$ cat config.mk
export PLATFORM = sky130hd
export DESIGN_NAME = ra_addr_gen
export DESIGN_NICKNAME = d
export VERILOG_FILES = /design/src/rtl/ra_pkg.sv /design/src/rtl/ra_sum.sv /design/src/rtl/ra_gate_reg.sv /design/src/rtl/ra_mask.sv /design/src/rtl/ra_addr_gen.sv
export SDC_FILE = /design/constraint.sdc
export NUM_CORES = 1
export LEC_CHECK = 0
export ABC_CLOCK_PERIOD_IN_PS = 850
export BUFFER_PORTS_ARGS = -buffer_cell sky130_fd_sc_hd__buf_2
export CAP_MARGIN = 40
export CORE_MARGIN = 2
export CORE_UTILIZATION = 49
export CTS_CLUSTER_DIAMETER = 100
export DETAILED_ROUTE_END_ITERATION = 6
export PLACE_DENSITY = 0.79
export REMOVE_ABC_BUFFERS = 1
export SLEW_MARGIN = 20
export SYNTH_ARGS = -nofsm -noshare
export SYNTH_HDL_FRONTEND = slang
export SYNTH_SLANG_ARGS = --single-unit
export TNS_END_PERCENT = 1
$ cat constraint.sdc
create_clock -name clk -period 0.85 [get_ports clk]
set_input_delay 0.1275 -clock clk [delete_from_list [all_inputs] [get_ports clk]]
set_output_delay 0.1275 -clock clk [all_outputs]
set_load 0.1 [all_outputs]
$ cat src/rtl/ra_pkg.sv
package ra_pkg;
  localparam int SEG_W_DEF  = 16;
  localparam int OFF_W_DEF  = 16;
  localparam int SHIFT_DEF  = 4;
  localparam int PHYS_W_DEF = 24;
  localparam int GATE_B_DEF = 20;

  // width of the raw sum including its carry bit
  function automatic int lin_width(input int seg_w, input int off_w, input int shift);
    int a;
    a = seg_w + shift;
    return ((a > off_w) ? a : off_w) + 1;
  endfunction
endpackage

$ cat src/rtl/ra_sum.sv
module ra_sum #(
  parameter int SEG_W = 16,
  parameter int OFF_W = 16,
  parameter int SHIFT = 4,
  parameter int LIN_W = 21
) (
  input  logic [SEG_W-1:0] seg,
  input  logic [OFF_W-1:0] off,
  output logic [LIN_W-1:0] lin
);
  always_comb begin
    lin = (LIN_W'(seg) << SHIFT) + LIN_W'(off);
  end
endmodule

$ cat src/rtl/ra_gate_reg.sv
module ra_gate_reg (
  input  logic clk,
  input  logic rst_s_n,
  input  logic we,
  input  logic wd,
  output logic gate_q
);
  logic gate_d;

  always_comb begin
    gate_d = gate_q;
    if (we) gate_d = wd;
  end

  always_ff @(posedge clk or negedge rst_s_n) begin
    if (!rst_s_n) gate_q <= 1'b0;
    else          gate_q <= gate_d;
  end

  AST_GATE_LOADS: assert property (@(posedge clk) disable iff (!rst_s_n)
    we |=> (gate_q == $past(wd)));
  AST_GATE_KEEPS: assert property (@(posedge clk) disable iff (!rst_s_n)
    !we |=> $stable(gate_q));
endmodule

$ cat src/rtl/ra_mask.sv
module ra_mask #(
  parameter int LIN_W  = 21,
  parameter int PHYS_W = 24,
  parameter int GATE_B = 20
) (
  input  logic [LIN_W-1:0]  lin,
  input  logic              gate,
  output logic [PHYS_W-1:0] phys
);
  for (genvar i = 0; i < PHYS_W; i++) begin : g_bit
    if (i == GATE_B) begin : g_gated
      assign phys[i] = lin[i] & gate;
    end else if (i < LIN_W) begin : g_pass
      assign phys[i] = lin[i];
    end else begin : g_zero
      assign phys[i] = 1'b0;
    end
  end
endmodule

$ cat src/rtl/ra_addr_gen.sv
module ra_addr_gen
  import ra_pkg::*;
#(
  parameter int SEG_W  = SEG_W_DEF,
  parameter int OFF_W  = OFF_W_DEF,
  parameter int SHIFT  = SHIFT_DEF,
  parameter int PHYS_W = PHYS_W_DEF,
  parameter int GATE_B = GATE_B_DEF
) (
  input  logic              clk,
  input  logic              rst_n,
  input  logic              req,
  input  logic [SEG_W-1:0]  seg,
  input  logic [OFF_W-1:0]  off,
  input  logic              gate_we,
  input  logic              gate_wd,
  output logic [PHYS_W-1:0] addr,
  output logic              addr_vld
);
  localparam int LIN_W = lin_width(SEG_W, OFF_W, SHIFT);

  // reset: asserts asynchronously, releases on the clock
  logic [1:0] rst_sync;
  logic       rst_s_n;
  always_ff @(posedge clk or negedge rst_n) begin
    if (!rst_n) rst_sync <= 2'b00;
    else        rst_sync <= {rst_sync[0], 1'b1};
  end
  assign rst_s_n = rst_sync[1];

  logic [LIN_W-1:0]  lin;
  logic              gate_q;
  logic [PHYS_W-1:0] phys;

  ra_sum #(.SEG_W(SEG_W), .OFF_W(OFF_W), .SHIFT(SHIFT), .LIN_W(LIN_W)) u_sum (
    .seg(seg), .off(off), .lin(lin)
  );

  ra_gate_reg u_gate (
    .clk(clk), .rst_s_n(rst_s_n), .we(gate_we), .wd(gate_wd), .gate_q(gate_q)
  );

  ra_mask #(.LIN_W(LIN_W), .PHYS_W(PHYS_W), .GATE_B(GATE_B)) u_mask (
    .lin(lin), .gate(gate_q), .phys(phys)
  );

  logic [PHYS_W-1:0] addr_q, addr_d;
  logic              vld_q, vld_d;

  always_comb begin
    addr_d = addr_q;
    if (req) addr_d = phys;
    vld_d = req;
  end

  always_ff @(posedge clk or negedge rst_s_n) begin
    if (!rst_s_n) begin
      addr_q <= '0;
      vld_q  <= 1'b0;
    end else begin
      addr_q <= addr_d;
      vld_q  <= vld_d;
    end
  end

  assign addr     = addr_q;
  assign addr_vld = vld_q;

  AST_VLD_AFTER_REQ: assert property (@(posedge clk) disable iff (!rst_s_n)
    req |=> addr_vld);
  AST_VLD_NO_REQ: assert property (@(posedge clk) disable iff (!rst_s_n)
    !req |=> !addr_vld);
  AST_ADDR_HOLD: assert property (@(posedge clk) disable iff (!rst_s_n)
    !req |=> $stable(addr));
  AST_WRAP_B20: assert property (@(posedge clk) disable iff (!rst_s_n)
    (req && !gate_q) |=> !addr[GATE_B]);
  AST_CARRY_B20: assert property (@(posedge clk) disable iff (!rst_s_n)
    (req && gate_q) |=> (addr[GATE_B] == $past(lin[GATE_B])));
  AST_HIGH_ZERO: assert property (@(posedge clk) disable iff (!rst_s_n)
    addr_vld |-> (addr[PHYS_W-1:LIN_W] == '0));
endmodule

## After elaboration in Yosys (flattened, before gate mapping)

Cells that the tools add are included.

| cells by class | value |
|---|---|
| add/subtract/negate cells | 1 |
| bitwise gates (word level) | 1 |

Operators with widths:

| cell | number |
|---|---|
| $add A20 B16 Y21 | 1 |
| $and A1 B1 Y1 | 1 |

| word-level totals | value |
|---|---|
| bits in registers | 25 |
| input bits | 37 |
| output and inout port bits | 25 |

## Depth between registers and ports, before layout

Gate-level depths: netlist (run 1).

| depth | value |
|---|---|
| word-level depth | 2 |
| mapped depth | 7 |
| mapped depth without buffers | 7 |

## By module

A second synthesis (run 1) with hierarchy kept.

| second synthesis, totals | value |
|---|---|
| cell total of the unflattened synthesis | 166 |
| area total of the unflattened synthesis | 1981.9 sq um |

By module, submodules not included:

| module | instances | cells each | area an instance (sq um) | seq. area each (sq um) |
|---|---|---|---|---|
| ra_addr_gen | 1 | 55 | 1076.0 | 675.6 |
| ra_sum | 1 | 84 | 683.2 | 0.0 |
| ra_mask | 1 | 25 | 182.7 | 0.0 |
| ra_gate_reg | 1 | 2 | 40.0 | 25.0 |

## Worst setup path after synthesis (run 1)

OpenSTA, ideal clock, no wires.

| timing path | value |
|---|---|
| path type | input port to flip-flop |
| start | input seg[0] |
| end | register addr_q[16], in the netlist addr[16] |
| arrival time | 1.756 ns |
| required time | 0.760 ns |
| slack | -0.996 ns |
| stages | 7 |
| path buffers | 0 |
| path through | ha_1 -> fa_1 -> a21oi_2 -> o211ai_2 -> and4_4 -> or4_1 -> o221ai_1 |

| between the ends | value |
|---|---|
| word-level cells in the longest chain between the ends | 1 |

RTL lines:

| what | RTL line | RTL |
|---|---|---|
| start, declared | ra_addr_gen.sv:13 | `input logic [SEG_W-1:0] seg,` |
| $add A20 B16 Y21 | ra_sum.sv:12 | `lin = (LIN_W'(seg) << SHIFT) + LIN_W'(off);` |
| end signal, assigned | ra_addr_gen.sv:61 | `addr_q <= addr_d;` |
| end, declared | ra_addr_gen.sv:47 | `logic [PHYS_W-1:0] addr_q, addr_d;` |

Every way passes these cells.
A chain may end at the register's enable or synchronous reset.

## Worst setup path in the final report (run 1)

Ends and elaborated chain as after synthesis.

==> results of run 1 <==
[per-layer routing]
metal	up-vias	track usage [%]	share of wire [%]
li1	812	-	-
met1	837	33.6	39
met2	117	48.0	49
met3	20	6.85	10
met4	0	11.4	2.5
met5	-	0	0
[critical path, cell delays in order]
cell and delay (ns):
buf_6 0.10, ha_4 0.15, fa_2 0.37, a21oi_4 0.21
o211ai_4 0.13, and4_4 0.22, or4_4 0.47, o221ai_2 0.07
[cell usage after synthesis (2+ instances only)]
| library cell | count | area share, % |
|---|---|---|
| nor3_1 | 4 | 1.2 |
| clkbuf_8 | 2 | 1.6 |
| nand2_1 | 8 | 1.8 |
| o211ai_2 | 2 | 1.5 |
| conb_1 | 2 | 0.45 |
| a211oi_1 | 2 | 0.89 |
| a211o_1 | 2 | 1.0 |
| and2_1 | 2 | 0.75 |
| a21oi_2 | 2 | 1.0 |
| nand3_1 | 9 | 2.7 |
| o21ai_0 | 4 | 1.2 |
| or3_1 | 3 | 1.1 |
| mux2_2 | 11 | 7.4 |
| a21o_1 | 2 | 0.89 |
| nor2b_1 | 2 | 0.75 |
| ha_1 | 12 | 8.9 |
| nor2_1 | 4 | 0.89 |
| inv_1 | 9 | 2.0 |
| o21a_1 | 2 | 0.89 |
| a2111o_1 | 2 | 1.3 |
| a31oi_1 | 2 | 0.75 |
| nand4_1 | 4 | 1.5 |
| dfrtp_1 | 25 | 37 |
| and3_1 | 4 | 1.5 |
| a21oi_1 | 11 | 3.3 |
| xnor2_1 | 5 | 2.6 |
| buf_4 | 3 | 1.3 |
[state kept, by name, indices dropped and copies added, names as in the netlist]
register and count:
rst_sync 2, addr_vld 1, u_gate.gate_q 1, addr 21
[power by group]
part           switching [mW]  total, mW  internal (mW)
sequential              0.207       1.58           1.37
clock                   0.444      0.624          0.181
combinational            2.01       3.30           1.29
total                    2.66       5.51           2.84
[path summary, 6_finish.rpt]
path / end / depth (start not counted)
worst max-delay path: addr[16] / 8
worst min-delay path: addr[0] / 2
worst max register to register: addr[17] / 3
worst min register to register: addr[1] / 1
max in group asynchronous: addr[12] / 1
min in group asynchronous: rst_sync[1] / 2
[stage by stage]
stage	total power, mW	setup WS, ns	setup TNS [ns]
finish	5.51	-0.709	-13.76
global placement	4.67	-1.18	-13.59
global route	5.70	-0.750	-15.21
detailed placement	4.73	-1.20	-14.27
floorplan	3.42	-0.996	-16.63
CTS	5.39	-0.640	-12.37
[timing repair]
action | CTS | global route
setup buffers | 1 | 4
pin swaps | 8 | 6
hold endpoints to repair | 4 | 2
hold buffers | 3 | 2
resized for setup | 10 | 2
setup endpoints to repair | 38 | 37
[cell type report]
cell class / count / area, sq um
Multi-Input combinational cell: 122 / 1030
Timing Repair Buffer: 105 / 1000
Sequential cell: 25 / 626
Fill cell: 184 / 534
Tap cell: 46 / 57.6
Inverter: 9 / 33.8
Clock buffer: 3 / 22.5
Clock inverter: 1 / 7.51
[cell families (layout without fill, tap and decap cells)]
family / count (synthesis) / count (layout) / share of synthesized area [%]
adders and majority gates: 13 / 13 / 10.1
and+or+nand+nor: 47 / 47 / 16.1
xor gates and xnor gates: 5 / 5 / 2.61
DFF: 25 / 25 / 37.3
AOI/OAI and AO/OA: 41 / 41 / 19.7
other: 2 / 4 / 0.447
buffers and inverters: 16 / 118 / 5.44
muxes: 12 / 12 / 8.27
==> impl_metrics.env, run 1 <==
export IMPL_outcome="finished with violations"
export IMPL_violations="setup timing"
export IMPL_drt_wl_total_um=5490
export IMPL_place_gp_congestion=0.864
export IMPL_hold_slack_ns=0.00484
export IMPL_fin_ws_ns=-0.709
export IMPL_num_antenna_cells=0
export IMPL_most_common_layout_cells="buf_4 (41), buf_2 (34), dfrtp_1 (25)"
export IMPL_period_share_pct=183
export IMPL_reg2reg_slack_ns=-0.04
export IMPL_core_sq_mm=0.00331
export IMPL_cp_required_ns=1.14
export IMPL_die_width_um=62.5
export IMPL_h_tree_depth=1
export IMPL_ys_ff_latch=25
export IMPL_powerDensity_mw_per_mm2=1980
export IMPL_die_h_um=62.5
export IMPL_clk_pin_slew_ns=0.17
export IMPL_cap_violations=0
export IMPL_hp_start="off[0]"
export IMPL_maxSlewViolCount=0
export IMPL_dp_hpwl_um=3560
export IMPL_grt_max_degree=20
export IMPL_placed_cells=297
export IMPL_synth_yosys_seq_area_share_pct=37.3
export IMPL_cts_tree="built"
export IMPL_cts_root_buf="clkbuf_4"
export IMPL_ant_nets=0
export IMPL_clock_fmax_mhz=641
export IMPL_final_common_cell="buf_4"
export IMPL_syn_area_per_cell_sq_um=10.4
export IMPL_drive_above_1_share_pct=50.9
export IMPL_vias_per_cell=5.74
export IMPL_fin_skew_ns=0.0157
export IMPL_layout_nets=316
export IMPL_setup_viol=37
export IMPL_cp_arrival_ns=1.85
export IMPL_die_area_sq_mm=0.00391
export IMPL_cts_sinks=25
export IMPL_startpoint="seg[0]"
export IMPL_dr_first_iter_drc_count=149
export IMPL_layout_cells_non_filler=311
export IMPL_reg2reg_from="addr[17]"
export IMPL_clock_path_buffers=2
export IMPL_fin_util_pct=83.9
export IMPL_start_util_pct=50.7
export IMPL_vdd_drop_max_mv=1.37
export IMPL_areaGrowthSynthToFinish_pct=65.4
export IMPL_numPortBuffers=58
export IMPL_cts_buffers_inserted=3
export IMPL_drcViolationCount=0
export IMPL_num_rows=21
export IMPL_async_reset_ff_share_pct=100
export IMPL_wl_per_cell_um=17.6
export IMPL_cp_max_fo=4
export IMPL_period_needed_ns=1.56
export IMPL_power_leakage_nw=1.32
export IMPL_dr_pass1_iters=4
export IMPL_clk_latency_ns=0.35
export IMPL_endpoint_kind="flip-flop"
export IMPL_antenna_found_initial=0
export IMPL_grt_pass1_vias=1849
export IMPL_grt_pass1_wl_um=8670
export IMPL_synth_edf_count=0
export IMPL_place_area_sq_mm=0.00258
export IMPL_stdcell_area_sq_mm=0.00278
export IMPL_rsz0062_at_grt="true"
export IMPL_synth_cells=161
export IMPL_worstSetupPathType="primary input to flip-flop"
export IMPL_synth_ff_type="dfrtp_1"
export IMPL_vias=1786
export IMPL_track_usage_pct=28.0
export IMPL_grt_overflow_total=0
export IMPL_hp_class="primary input to flip-flop"
export IMPL_ioPinCount=62
export IMPL_ys_types=48
export IMPL_syn_area_sq_mm=0.00168
export IMPL_yosysWarnings=0
export IMPL_worstSetupStartpointType="primary input"
export IMPL_hold_viol=0
Power figures use the tool's default switching activity.
==> inputs of run 2 (changes only) <==
--- a/config.mk
+++ b/config.mk
@@ -14,6 +14,7 @@
 export DETAILED_ROUTE_END_ITERATION = 6
 export PLACE_DENSITY = 0.79
 export REMOVE_ABC_BUFFERS = 1
+export SETUP_SLACK_MARGIN = 0.1
 export SLEW_MARGIN = 20
 export SYNTH_ARGS = -nofsm -noshare
 export SYNTH_HDL_FRONTEND = slang
==> run 2 against run 1 <==
The run ends with hold timing, setup timing left. Clock skew shrank 0.0071 ns. Wire length shrank 4.4%. Core utilization decreased by 1.8 points. Setup slack better by 0.029 ns. Sequential share of layout area up 0.49 points. Die area did not move. Count of clock-buffer cells in the layout did not move. Global-route usage increased by 0.33 points. Cell count fell by 2.3%. Maximum frequency grew 1.9%.
==> impl_metrics.env, run 2 (synthesis results as in run 1) <==
export IMPL_outcome="finished with violations"
export IMPL_violations="hold timing, setup timing"
export IMPL_setup_viol=37
export IMPL_cp_max_fo=4
export IMPL_most_common_layout_cells="buf_4 (38), buf_2 (34), dfrtp_1 (25)"
export IMPL_areaGrowthSynthToFinish_pct=61.8
export IMPL_antenna_found_initial=0
export IMPL_clk_pin_slew_ns=0.16
export IMPL_hp_class="primary input to flip-flop"
export IMPL_period_share_pct=180
export IMPL_wl_met2_um=2740
export IMPL_place_area_sq_mm=0.00258
export IMPL_drcViolationCount=0
export IMPL_rsz0062_at_grt="true"
export IMPL_placed_cells=297
export IMPL_vias=1727
export IMPL_critPathMaxStageDelay_ns=0.48
export IMPL_ioPinCount=62
export IMPL_place_ws_ns=-1.20
export IMPL_largest_reg_flops=21
export IMPL_core_sq_mm=0.00331
export IMPL_cp_depth=8
export IMPL_powerDensity_mw_per_mm2=2010
export IMPL_start_util_pct=50.7
export IMPL_ff2ff_path_depth=3
export IMPL_grt_pass1_vias=1817
export IMPL_hold_slack_ns=-0.00364
export IMPL_fin_ws_ns=-0.681
export IMPL_num_rows=21
export IMPL_endpoint_kind="flip-flop"
export IMPL_die_area_sq_mm=0.00391
export IMPL_stdcell_area_sq_mm=0.00272
export IMPL_ant_nets=0
export IMPL_crit_path_top_delay_cell="or4_4"
export IMPL_whs_path_depth=2
export IMPL_cts_buffers_inserted=3
export IMPL_hold_buffers=1
export IMPL_layout_cells_non_filler=304
export IMPL_numPortBuffers=58
export IMPL_top_layer="met4"
export IMPL_cp_required_ns=1.13
export IMPL_clk_latency_ns=0.35
export IMPL_period_needed_ns=1.53
export IMPL_fin_skew_ns=0.00859
export IMPL_fin_util_pct=82.1
export IMPL_clock_fmax_mhz=653
export IMPL_layout_nets=309
export IMPL_cap_violations=0
export IMPL_drt_wl_total_um=5240
export IMPL_grt_max_degree=20
export IMPL_cts_root_buf="clkbuf_4"
export IMPL_dp_hpwl_um=3560
export IMPL_wl_per_cell_um=17.3
export IMPL_worstSetupStartpointType="primary input"
export IMPL_grt_pass1_wl_um=8740
export IMPL_worstSetupPathType="primary input to flip-flop"
export IMPL_m1WireLength_um=1910
export IMPL_total_power_mw=5.45
export IMPL_critical_path_top_delay_family="simple AND/OR/NAND/NOR gates"
export IMPL_die_h_um=62.5
export IMPL_vdd_drop_max_mv=1.44
export IMPL_die_width_um=62.5
export IMPL_h_tree_depth=1
export IMPL_cp_arrival_ns=1.81
export IMPL_hp_start="gate_wd"
export IMPL_drive_above_1_share_pct=51.2
export IMPL_clock_path_buffers=2
export IMPL_maxSlewViolCount=0
export IMPL_dr_first_iter_drc_count=153
export IMPL_grt_overflow_total=0
export IMPL_place_gp_congestion=0.864
export IMPL_num_antenna_cells=0
export IMPL_track_usage_pct=28.3
export IMPL_fin_tns_setup_ns=-13.13
export IMPL_reg2reg_from="addr[17]"
export IMPL_dr_pass1_iters=5
export IMPL_vias_per_cell=5.68
export IMPL_cts_tree="built"
export IMPL_power_leakage_nw=1.29
export IMPL_cp_num_buf_inv=1
export IMPL_hold_viol=1
export IMPL_startpoint="seg[0]"
export IMPL_final_common_cell="buf_4"
export IMPL_met3_length_um=437
export IMPL_cp_cell_sequence="buf_6 > ha_4 > fa_2 > a21oi_4 > o211ai_4 > and4_4 > or4_4 > o221ai_2"
export IMPL_cts_sinks=25
[run 2: cell count changes in the layout (fill, tap and decap cells not counted), sizes merged]
cell         delta
buf             -3
dlygate4sd3     -4
[run 2: routing by layer]
layer,track usage (%),vias up
met1,31.4,801
met5,0,-
met2,52.8,110
li1,-,793
met4,10.3,0
met3,6.13,23
[run 2: repair_timing]
action | CTS | global route
endpoints found under the setup margin | 44 | 44
buffers inserted | 1 | 1
resized for setup | 11 | 2
endpoints found under the hold margin | 4 | 3
pin swaps | 8 | 2
[run 2: worst paths after layout]
check / end / slack [ns]
worst min register to register: addr[0] / 0.22
min in group asynchronous: rst_sync[1] / 0.08
worst min-delay path: u_gate.gate_q / -0.004
max in group asynchronous: addr[4] / 0.41
worst max register to register: addr[17] / -0.03
worst max-delay path: addr[16] / -0.68
[run 2: report_power, final]
group | internal [mW] | leakage [nW] | switching (mW)
clock network | 0.181 | 0.0139 | 0.429
registers | 1.37 | 0.295 | 0.205
logic | 1.27 | 0.982 | 1.99
total | 2.83 | 1.29 | 2.63
[run 2: area by class of cell]
class	instances	area, sq um
Fill cell	204	593
Timing Repair Buffer	98	940
Multi-Input combinational cell	122	1030
Clock inverter	1	7.51
Tap cell	46	57.6
Inverter	9	33.8
Clock buffer	3	22.5
Sequential cell	25	626
